==> config.mk <==
export PLATFORM = sky130hd
export DESIGN_NAME = tbl_lock_guard
export DESIGN_NICKNAME = d
export VERILOG_FILES = /design/src/rtl/tlg_pkg.sv /design/src/rtl/tlg_decode.sv /design/src/rtl/tlg_arm.sv /design/src/rtl/tlg_lock.sv /design/src/rtl/tlg_gate.sv /design/src/rtl/tbl_lock_guard.sv
export SDC_FILE = /design/constraint.sdc
export NUM_CORES = 1
export LEC_CHECK = 0
export BUFFER_PORTS_ARGS = -buffer_cell sky130_fd_sc_hd__buf_2
export CORE_MARGIN = 2
export CORE_UTILIZATION = 41
export DETAILED_ROUTE_END_ITERATION = 10
export GPL_ROUTABILITY_DRIVEN = 0
export GPL_TIMING_DRIVEN = 0
export PLACE_DENSITY = 0.79
export SETUP_SLACK_MARGIN = 0.4
export SLEW_MARGIN = 5
export SYNTH_ARGS = -nofsm -noshare
export SYNTH_HDL_FRONTEND = slang
export SYNTH_SLANG_ARGS = --single-unit
==> constraint.sdc <==
create_clock -name clk -period 1.4 [get_ports clk]
set_input_delay 0.21 -clock clk [delete_from_list [all_inputs] [get_ports clk]]
set_output_delay 0.21 -clock clk [all_outputs]
set_load 0.01 [all_outputs]
==> src/rtl/tlg_pkg.sv <==
package tlg_pkg;

  // Kind of target a bus write is aimed at.
  typedef enum logic [1:0] {
    TGT_NONE = 2'd0,
    TGT_KEY  = 2'd1,
    TGT_CTRL = 2'd2,
    TGT_TBL  = 2'd3
  } tgt_e;

endpackage

==> src/rtl/tlg_decode.sv <==
module tlg_decode
  import tlg_pkg::*;
#(
  parameter int AW        = 8,
  parameter int KEY_ADDR  = 6,
  parameter int CTRL_ADDR = 7,
  parameter int TBL_BASE  = 128,
  parameter int TBL_DEPTH = 128,
  localparam int TAW      = $clog2(TBL_DEPTH)
) (
  input  logic [AW-1:0]  addr,
  output tgt_e           kind,
  output logic [TAW-1:0] idx
);

  localparam logic [AW-1:0] BASE_V = AW'(TBL_BASE);

  logic in_tbl;

  always_comb begin
    in_tbl = (int'(addr) >= TBL_BASE) && (int'(addr) < TBL_BASE + TBL_DEPTH);
    if (int'(addr) == KEY_ADDR)       kind = TGT_KEY;
    else if (int'(addr) == CTRL_ADDR) kind = TGT_CTRL;
    else if (in_tbl)                  kind = TGT_TBL;
    else                              kind = TGT_NONE;
    idx = TAW'(addr - BASE_V);
  end

endmodule

==> src/rtl/tlg_arm.sv <==
module tlg_arm #(
  parameter int             DW        = 32,
  parameter logic [DW-1:0]  KEY_VALUE = 32'h5AF0_5AF0
) (
  input  logic          clk,
  input  logic          rst_n,
  input  logic          wr,
  input  logic          to_key,
  input  logic [DW-1:0] wdata,
  output logic          armed
);

  // Every write re-evaluates the arm flag; idle cycles hold it.
  always_ff @(posedge clk or negedge rst_n) begin
    if (!rst_n)  armed <= 1'b0;
    else if (wr) armed <= to_key && (wdata == KEY_VALUE);
  end

  // the arm flag only rises after a correct key write
  p_arm_source_r2: assert property (@(posedge clk) disable iff (!rst_n)
    $rose(armed) |-> $past(wr && to_key && (wdata == KEY_VALUE)));

  // a write that does not target the key register always disarms
  p_arm_consumed_r7: assert property (@(posedge clk) disable iff (!rst_n)
    (armed && wr && !to_key) |=> !armed);

  // without a write the arm flag holds
  p_arm_hold_r2: assert property (@(posedge clk) disable iff (!rst_n)
    !wr |=> $stable(armed));

endmodule

==> src/rtl/tlg_lock.sv <==
module tlg_lock #(
  parameter int            DW          = 32,
  parameter logic [DW-1:0] CODE_LOCK   = 32'h1,
  parameter logic [DW-1:0] CODE_UNLOCK = 32'h2
) (
  input  logic          clk,
  input  logic          rst_n,
  input  logic          ctrl_wr,
  input  logic          armed,
  input  logic [DW-1:0] wdata,
  output logic          locked,
  output logic          violation
);

  logic do_lock, do_unlock, bad_cmd;

  always_comb begin
    do_lock   = ctrl_wr && armed && (wdata == CODE_LOCK);
    do_unlock = ctrl_wr && armed && (wdata == CODE_UNLOCK);
    bad_cmd   = ctrl_wr && !armed;
  end

  always_ff @(posedge clk or negedge rst_n) begin
    if (!rst_n) begin
      locked    <= 1'b0;
      violation <= 1'b0;
    end else begin
      if (do_lock)        locked <= 1'b1;
      else if (do_unlock) locked <= 1'b0;
      if (bad_cmd)        violation <= 1'b1;
    end
  end

  // the lock state changes only after an armed command write
  p_change_needs_key_r5: assert property (@(posedge clk) disable iff (!rst_n)
    (locked != $past(locked)) |-> $past(ctrl_wr && armed));

  // once set, the violation flag stays set
  p_viol_sticky_r12: assert property (@(posedge clk) disable iff (!rst_n)
    $past(violation) |-> violation);

  // the violation flag rises only after an unarmed command write
  p_viol_cause_r5: assert property (@(posedge clk) disable iff (!rst_n)
    $rose(violation) |-> $past(ctrl_wr && !armed));

endmodule

==> src/rtl/tlg_gate.sv <==
module tlg_gate #(
  parameter int DW  = 32,
  parameter int TAW = 7
) (
  input  logic           clk,
  input  logic           rst_n,
  input  logic           tbl_wr,
  input  logic [TAW-1:0] idx_in,
  input  logic [DW-1:0]  wdata,
  input  logic           locked,
  output logic           we_out,
  output logic [TAW-1:0] idx_out,
  output logic [DW-1:0]  data_out
);

  always_ff @(posedge clk or negedge rst_n) begin
    if (!rst_n) begin
      we_out   <= 1'b0;
      idx_out  <= '0;
      data_out <= '0;
    end else begin
      we_out <= tbl_wr && !locked;
      if (tbl_wr && !locked) begin
        idx_out  <= idx_in;
        data_out <= wdata;
      end
    end
  end

  // no table write leaves while the table was locked
  p_drop_when_locked_r9: assert property (@(posedge clk) disable iff (!rst_n)
    we_out |-> !$past(locked));

  // every enable comes from a table write one cycle earlier
  p_we_origin_r8: assert property (@(posedge clk) disable iff (!rst_n)
    we_out |-> $past(tbl_wr));

  // forwarded index and data hold between granted writes
  p_payload_hold_r8: assert property (@(posedge clk) disable iff (!rst_n)
    !we_out |-> ($stable(idx_out) && $stable(data_out)));

endmodule

==> src/rtl/tbl_lock_guard.sv <==
module tbl_lock_guard
  import tlg_pkg::*;
#(
  parameter int            AW          = 8,
  parameter int            DW          = 32,
  parameter int            KEY_ADDR    = 6,
  parameter int            CTRL_ADDR   = 7,
  parameter int            TBL_BASE    = 128,
  parameter int            TBL_DEPTH   = 128,
  parameter logic [DW-1:0] KEY_VALUE   = 32'h5AF0_5AF0,
  parameter logic [DW-1:0] CODE_LOCK   = 32'h1,
  parameter logic [DW-1:0] CODE_UNLOCK = 32'h2,
  localparam int           TAW         = $clog2(TBL_DEPTH)
) (
  input  logic           clk,
  input  logic           rst_n,
  input  logic           bus_wr,
  input  logic [AW-1:0]  bus_addr,
  input  logic [DW-1:0]  bus_wdata,
  output logic           tbl_we,
  output logic [TAW-1:0] tbl_idx,
  output logic [DW-1:0]  tbl_wdata,
  output logic           locked,
  output logic           violation
);

  tgt_e           kind;
  logic [TAW-1:0] dec_idx;
  logic           armed;
  logic           key_sel, ctrl_wr, tbl_wr;

  tlg_decode #(
    .AW(AW), .KEY_ADDR(KEY_ADDR), .CTRL_ADDR(CTRL_ADDR),
    .TBL_BASE(TBL_BASE), .TBL_DEPTH(TBL_DEPTH)
  ) u_decode (
    .addr (bus_addr),
    .kind (kind),
    .idx  (dec_idx)
  );

  always_comb begin
    key_sel = (kind == TGT_KEY);
    ctrl_wr = bus_wr && (kind == TGT_CTRL);
    tbl_wr  = bus_wr && (kind == TGT_TBL);
  end

  tlg_arm #(.DW(DW), .KEY_VALUE(KEY_VALUE)) u_arm (
    .clk    (clk),
    .rst_n  (rst_n),
    .wr     (bus_wr),
    .to_key (key_sel),
    .wdata  (bus_wdata),
    .armed  (armed)
  );

  tlg_lock #(.DW(DW), .CODE_LOCK(CODE_LOCK), .CODE_UNLOCK(CODE_UNLOCK)) u_lock (
    .clk       (clk),
    .rst_n     (rst_n),
    .ctrl_wr   (ctrl_wr),
    .armed     (armed),
    .wdata     (bus_wdata),
    .locked    (locked),
    .violation (violation)
  );

  tlg_gate #(.DW(DW), .TAW(TAW)) u_gate (
    .clk      (clk),
    .rst_n    (rst_n),
    .tbl_wr   (tbl_wr),
    .idx_in   (dec_idx),
    .wdata    (bus_wdata),
    .locked   (locked),
    .we_out   (tbl_we),
    .idx_out  (tbl_idx),
    .data_out (tbl_wdata)
  );

  // idle bus never produces a table write
  p_idle_quiet_r1: assert property (@(posedge clk) disable iff (!rst_n)
    !bus_wr |=> !tbl_we);

  // a write outside every decoded target keeps lock and flag steady
  p_other_inert_r11: assert property (@(posedge clk) disable iff (!rst_n)
    (bus_wr && kind == TGT_NONE) |=> ($stable(locked) && $stable(violation) && !tbl_we));

endmodule

==> results of run 1 <==
-- how the worst max path moves through the flow --
stage               slack [ns]             to         from
global placement         -0.50  u_lock.locked  bus_addr[7]
finish                   -0.19  u_lock.locked  bus_addr[7]
global route             -0.22  u_lock.locked  bus_addr[7]
detailed placement       -0.51  u_lock.locked  bus_addr[7]
floorplan                -0.35  u_lock.locked  bus_addr[7]
CTS                      -0.18  u_lock.locked  bus_addr[7]
-- cell usage after synthesis --
library cell,n
buf_1,1
clkbuf_1,7
dfrtp_1,43
inv_1,4
nand2_1,116
nand3_1,3
nand3b_1,1
nand4_1,5
nand4b_1,1
nor2_1,3
nor3_1,2
nor4_1,7
o21ai_0,3
o21bai_1,1
o22ai_1,1
o41ai_1,1
or2_2,1
or4_1,1
or4_4,1
or4b_1,1
-- sequential cells by signal, summed over array words and instances, names as in the netlist --
name,cells
u_arm.armed,1
u_gate.we_out,1
u_lock.locked,1
u_gate.idx_out,7
u_lock.violation,1
u_gate.data_out,32
-- power by group --
part | internal, mW | leakage, nW | switching, mW
Clock | 0.450 | 0.0515 | 0.418
Sequential | 1.39 | 0.537 | 0.0811
Combinational | 0.513 | 1.24 | 0.459
-- area by class of cell --
cell class / count / area (um^2)
Inverter: 4 / 15.0
Clock buffer: 8 / 100
Fill cell: 260 / 792
Tap cell: 50 / 62.6
Multi-Input combinational cell: 148 / 876
Timing Repair Buffer: 139 / 987
Sequential cell: 43 / 1080
Buffer: 8 / 149
-- per-layer routing --
| metal | track usage, % | up-vias | wire, um | share of wire, % |
|---|---|---|---|---|
| met2 | 39.7 | 94 | 3240 | 52 |
| li1 | - | 942 | - | - |
| met1 | 29.7 | 967 | 2440 | 39 |
| met4 | 6.75 | 0 | 99 | 1.6 |
| met5 | 0 | - | 0 | 0 |
| met3 | 8.28 | 10 | 466 | 7.5 |
-- critical path, cell delays in order --
cell and delay (ns):
buf_6 0.10, or4b_4 0.53, or4_4 0.50, or4_1 0.41
nand3_1 0.08
-- cells by family (layout without fill, tap and decap cells) --
logic type             count (synthesis)  in the layout  share of synthesized area, %
DFF                                   43             43                          61.3
buffers and inverters                 12            159                          2.56
AOI/OAI and AO/OA                      6              6                          2.14
and+or+nand+nor                      142            142                          34.0
-- stage by stage --
| step | cells | cell area, um^2 | worst slack, ns | power (mW) | hold slack, ns |
|---|---|---|---|---|---|
| after floorplan | 203 | 1820 | -0.348 | 1.73 | -0.0856 |
| after global placement | 337 | 2300 | -0.500 | 2.01 | 0.409 |
| after detailed placement | 337 | 2300 | -0.506 | 2.03 | 0.410 |
| after CTS | 384 | 2990 | -0.180 | 3.15 | 0.0877 |
| after global routing | 400 | 3270 | -0.216 | 3.48 | 0.101 |
| final | 400 | 3270 | -0.193 | 3.31 | 0.0607 |
-- repair_timing --
| action | in CTS | in global routing |
|---|---|---|
| gates cloned | 6 | 0 |
| pin swaps | 33 | 22 |
| resized for setup | 72 | 43 |
| setup endpoints to repair | 85 | 85 |
| hold buffers | 0 | 0 |
| setup buffers | 33 | 16 |
==> results.md, run 1 <==
Outcome:
- The flow ran to the end, but the final reports show violations.
- The checks that failed: negative setup slack.

Logic synthesis:
- By area the synthesized netlist is led by dfrtp_1 61%, nand2_1 25%, nor4_1 2.5%.
- Yosys printed 0 warnings.
- The top cell type by total area after synthesis is dfrtp_1.
- The mean instance size in the synthesized netlist is 8.65 um^2.
- After technology mapping, the gate count stands at 203.
- The number of distinct library cells after synthesis is 20.
- The top cell type's share of synthesized area is 61.3%.
- The post-synthesis sequential element count is 43.
- The part of the Yosys area used for sequential elements is 61.3%.
- Counting every net in the synthesized netlist gives 246.
- The netlist area before placement is 1760 um^2.

STA:
- The transition time of the tightest slew-check pin is 0.951 ns.
- The relative slew slack is 36.6%.
- Setup violations remaining at the end of the flow were counted as 1.
- The count of pins over their slew limit is 0.
- Setup repair after global routing could not meet its margin everywhere.
- For the final database, setup skew stands at 0.00512 ns.
- The worst path uses 114% of the clock period.
- The post-route worst setup slack is -0.193 ns.
- The minimum period implied by the final worst setup slack is 1.59 ns.
- The maximum frequency from static timing analysis is 628 MHz.
- The number of endpoints with negative hold slack in the final report is 0.
- In the final timing run, aggregate negative setup slack is -0.193 ns.

Cells and area:
- The final cell utilization of the core is 80.5%.
- The antenna diode instance count is 0.
- Cells with a size suffix above 1 make up 64.0% of the layout.
- Leaving out fill and tap cells, the most frequent cell in the layout is buf_2.
- The net count of the finished layout is 392.
- The top cell types in the final layout, fill and taps aside, are 76 x buf_2, 51 x nand2_2, 51 x nand2_1.
- Compared with the post-synthesis result, the final layout area differs by 85.9%.

Pwr:
- The total power per unit cell area is 1010 nW/um^2.
- The cell leakage power is 1.82 nW.
- The worst supply voltage drop on vdd is 0.616 mV.

Floorplan:
- The die covers 4820 um^2.
- The number of ports placed on the die boundary is 85.
- The total core area is 4060 um^2.
- In this run the horizontal extent of the chip is 69.5 um.
- The die is 69.5 um tall.
- The number of rows created at floorplan is 23.
- The initial core utilization is 43.3%.

Route:
- The number of DRC violations after detailed-routing iteration 0 is 77.
- The count of unresolved DRC violations after routing is 0.
- The routed wire length is 6250 um.
- In the routed layout, each cell is associated on average with a via count of 5.03.
- The first-pass iteration count of the detailed router is 4.
- The number of nets still failing antenna checks after routing is 0.
- Dividing the detail-routed wire length by the instance count gives 15.6 um.
- The count of vias placed by the detailed router is 2,013.

Global routing:
- The number of global-route vias before repair is 1,932.
- The number of antenna violations at the first check in global routing is 0.
- Global routing used 24.0% of the available tracks across all layers.
- Entering global routing, the biggest net connects 44 pins.
- Global routing finished with a remaining overflow of 0.
- The wire length of the first global-routing pass is 9120 um.

Place:
- The number of port buffers is 84.
- Summed over all nets, the half-perimeter wirelength after detailed placement is 3450 um.

Clock network:
- The clock tree root buffer cell is clkbuf_8.
- The clock buffer count from CTS is 5.
- The maximum number of buffers from clock root to sink is 2.
- The clock-pin transition on the worst setup and hold timing paths is 0.08 ns.
- The H-tree depth is 2.
- TritonCTS built the clock tree.
- The clock reaches the later pin of the worst-skew pair after 0.30 ns.
- The CTS sink count is 43.

Setup path:
- The number of cells on the worst reg-to-reg path is 6.
- The setup path with the least slack is of type input pin to flip-flop.
- At the worst endpoint, the required time is 1.63 ns.
- The kind of end point of the critical path is a flip-flop.
- Of all nets on the critical path, the largest fanout is 3.
- The type of origin of the critical path is an input pin.
- The slack of the worst reg-to-reg path is 0.03 ns.
- The source of the worst register-to-register timing path is u_lock.locked.
- In this run the critical register-to-register path is captured at u_gate.idx_out[3].
- STA puts the critical path data arrival time at 1.83 ns.

Min path:
- The kind of path behind the tightest hold check is input pin to asynchronous set/reset pin.

Run:
- The max capacitance violation total is 0.
(Power assumes the default switching activity.)
==> run 2, diff against run 1 <==
--- a/config.mk
+++ b/config.mk
@@ -6,7 +6,6 @@
 export NUM_CORES = 1
 export LEC_CHECK = 0
 export BUFFER_PORTS_ARGS = -buffer_cell sky130_fd_sc_hd__buf_2
-export CORE_MARGIN = 2
 export CORE_UTILIZATION = 41
 export DETAILED_ROUTE_END_ITERATION = 10
 export GPL_ROUTABILITY_DRIVEN = 0
==> results.md, run 2 (same netlist as run 1, synthesis figures left out) <==
Setup path:
- The slack of the worst reg-to-reg path is 0.01 ns (-0.02 ns).
- The worst setup path is launched from an input pin.
- The arrival time at the worst endpoint came to 1.84 ns (about the same).
- The worst endpoint required time came to 1.64 ns (about the same).
- The number of buffer and inverter instances along the worst setup path is 1 (unchanged).
- The worst setup path is captured at a flip-flop.
- The startpoint identified for the worst register-to-register timing path is u_lock.locked.
- For this design, the slowest cell found on the critical path is or4b_4.
- The maximum cell stage delay along the critical path is 0.54 ns (about the same).
- In this design, the largest share of critical-path delay is due to simple AND/OR/NAND/NOR gates.
- The highest net fanout along the worst path is 3 (unchanged).
- The endpoint of the lowest-slack register-to-register path is u_gate.idx_out[3].
- The number of cells on the worst reg-to-reg path is 6 (unchanged).
- Walking the worst path, the cells encountered are buf_6 > or4b_4 > or4_4 > or4_1 > nand3_1.
- By startpoint and endpoint, the worst setup path is classified as input pin to flip-flop.

Pwr:
- The cell leakage power is 1.78 nW (-2.6%).
- The overall power of the completed layout is 3.13 mW (-5.3%).
- The worst supply voltage drop on vdd is 0.685 mV (+11%).
- The total power per unit cell area is 997 nW/um^2 (-1.5%).

Cells and area:
- The synthesis-to-layout area growth is 78.8%.
- The library cell used most frequently in the layout, excluding fill and tap cells, is buf_2.
- The multi-input gate area in the final layout was 905 um^2 (+3.3%).
- The count of non-filler cells in the finished layout is 384 (-4.0%).
- The proportion of layout cells with a drive suffix above 1 was 61.1% (-2.9 points).
- The largest registers in the layout are u_gate.data_out x32, u_gate.idx_out x7.
- The final cell utilization of the core came to 77.4% (-3.1 points).
- Leaving out fill and tap cells, the most frequent cells in the layout are 78 x buf_2, 58 x nand2_1, 43 x dfrtp_1.
- The flip-flop count of the largest register after layout is 32 (unchanged).
- The layout filler cell count is 260 (unchanged).
- The number of nets in the finished design is 376 (-4.1%).
- The antenna diode instance count is 0 (unchanged).
- Counting flops per register, the top entry is u_gate.data_out.
- The sequential cell area in the final layout came to 1080 um^2 (unchanged).

Clock network:
- The clock-pin transition on the worst setup and hold timing paths is 0.08 ns (about the same).
- The clock buffer count from CTS is 5 (unchanged).
- The CTS sink count is 43 (unchanged).
- The clock tree root buffer cell is clkbuf_8.
- The cts-stage hold buffer count is 0 (unchanged).
- The H-tree depth came to 2 (unchanged).
- The clock network latency to the later pin of the worst-skew pair is 0.30 ns (about the same).
- TritonCTS built the clock tree.
- The maximum number of buffers from clock root to sink came to 2 (unchanged).

Route:
- The number of DRC violations after detailed-routing iteration 0 came to 96 (+25%).
- The first-pass iteration count of the detailed router is 4 (unchanged).
- The detailed-route wire length per cell is 16.1 um (+3.3%).
- The count of unresolved DRC violations after routing is 0 (unchanged).
- The detailed-route vias per instance came to 5.10 (+1.4%).
- The number of nets still failing antenna checks after routing is 0 (unchanged).
- The routed wire length came to 6190 um (-0.86%).
- The count of vias placed by the detailed router is 1,959 (-2.7%).

Floorplan:
- The total core area is 4060 um^2 (unchanged).
- The number of rows created at floorplan is 23 (unchanged).
- The die area is 4550 um^2 (-5.7%).
- The die span in x was 67.5 um (-2.9%).
- The initial core utilization came to 43.3% (unchanged).
- The number of ports placed on the die boundary came to 85 (unchanged).
- The vertical extent of the die was 67.5 um (-2.9%).

STA:
- The total negative setup slack came to -0.196 ns (-0.00312 ns).
- The post-route worst setup slack was -0.196 ns (-0.00312 ns).
- Setup repair after global routing could not meet its margin everywhere.
- The transition time of the tightest slew-check pin is 0.934 ns (-0.0169 ns).
- The count of pins over their slew limit is 0 (unchanged).
- The maximum frequency from static timing analysis is 627 MHz (-0.20%).
- The post-route clock skew is 0.00744 ns (+0.00233 ns).
- The minimum period implied by the final worst setup slack is 1.60 ns (+0.00312 ns).
- The relative slew slack is 37.7% (+1.1 points).
- The final count of negative-setup-slack endpoints is 1 (unchanged).
- The period utilization is 114% (+0.22 points).
- The number of endpoints with negative hold slack in the final report is 0 (unchanged).

Place:
- The number of port buffers is 84 (unchanged).
- The half-perimeter wire length after detailed placement is 3280 um (-4.8%).
- The number of instances in the placed design is 337 (unchanged).

Outcome:
- The checks that failed: negative setup slack.
- The flow ran to the end, but the final reports show violations.

Global routing:
- The number of antenna violations at the first check in global routing was 0 (unchanged).
- The number of global-route vias before repair came to 1,775 (-8.1%).
- The largest net degree at the start of global routing came to 44 (unchanged).
- The wire length of the first global-routing pass is 8340 um (-8.6%).
- The overall fraction of global-route tracks in use is 25.5% (+1.5 points).
- The total overflow reported by the global router came to 0 (unchanged).

Min path:
- In this run the worst hold path is classified as input pin to asynchronous set/reset pin.

Run:
- The max capacitance violation total came to 0 (unchanged).
## run 2: cell types whose count changed in the layout (fill, tap and decap cells not counted), sizes merged
| cell | delta |
|---|---|
| clkinvlp | +1 |
| clkbuf | -2 |
| clkinv | +1 |
| buf | -16 |
## run 2: area by class of cell
| class | count | area share [%] |
|---|---|---|
| Buffer | 8 | 4.90 |
| Clock buffer | 6 | 2.31 |
| Clock inverter | 2 | 0.398 |
| Inverter | 4 | 0.478 |
| Multi-Input combinational cell | 148 | 28.8 |
| Sequential cell | 43 | 34.3 |
| Tap cell | 50 | 1.99 |
| Timing Repair Buffer | 123 | 26.9 |
## run 2: worst max-delay path by stage
stage | start | endpoint | slack, ns | depth (start not counted)
3_3_place_gp | bus_addr[7] | u_lock.locked | -0.50 | 5
5_1_grt | bus_addr[7] | u_lock.locked | -0.21 | 5
4_1_cts | bus_addr[7] | u_lock.locked | -0.18 | 5
2_1_floorplan | bus_addr[7] | u_lock.locked | -0.35 | 4
6_report | bus_addr[7] | u_lock.locked | -0.20 | 5
3_5_place_dp | bus_addr[7] | u_lock.locked | -0.51 | 5
## run 2: repair_timing
item                                    CTS  global route
resized for setup                        66            47
buffers inserted                         17            17
endpoints found under the setup margin   85            85
pin swaps                                20            12
cloned                                    5             0
## run 2: stage by stage
stage / hold WS, ns / cell area (um^2) / setup WS [ns]
after floorplan: -0.0856 / 1820 / -0.348
after global placement: 0.407 / 2300 / -0.496
after detailed placement: 0.409 / 2300 / -0.506
after CTS: 0.0831 / 2830 / -0.177
after global routing: 0.0897 / 3140 / -0.207
final: 0.0471 / 3140 / -0.196
## run 2: power by group
part / switching, mW / internal (mW) / total [mW] / leakage, nW
sequential: 0.0824 / 1.39 / 1.47 / 0.537
combinational: 0.440 / 0.433 / 0.872 / 1.20
clock: 0.442 / 0.349 / 0.791 / 0.0412
## run 2: routing by layer
| layer | vias up | track usage [%] | routed length (um) |
|---|---|---|---|
| met5 | - | 0 | 0 |
| met4 | 0 | 9.84 | 174 |
| met3 | 15 | 5.57 | 365 |
| met2 | 81 | 40.8 | 3170 |
| met1 | 956 | 33.7 | 2490 |
| li1 | 907 | - | - |
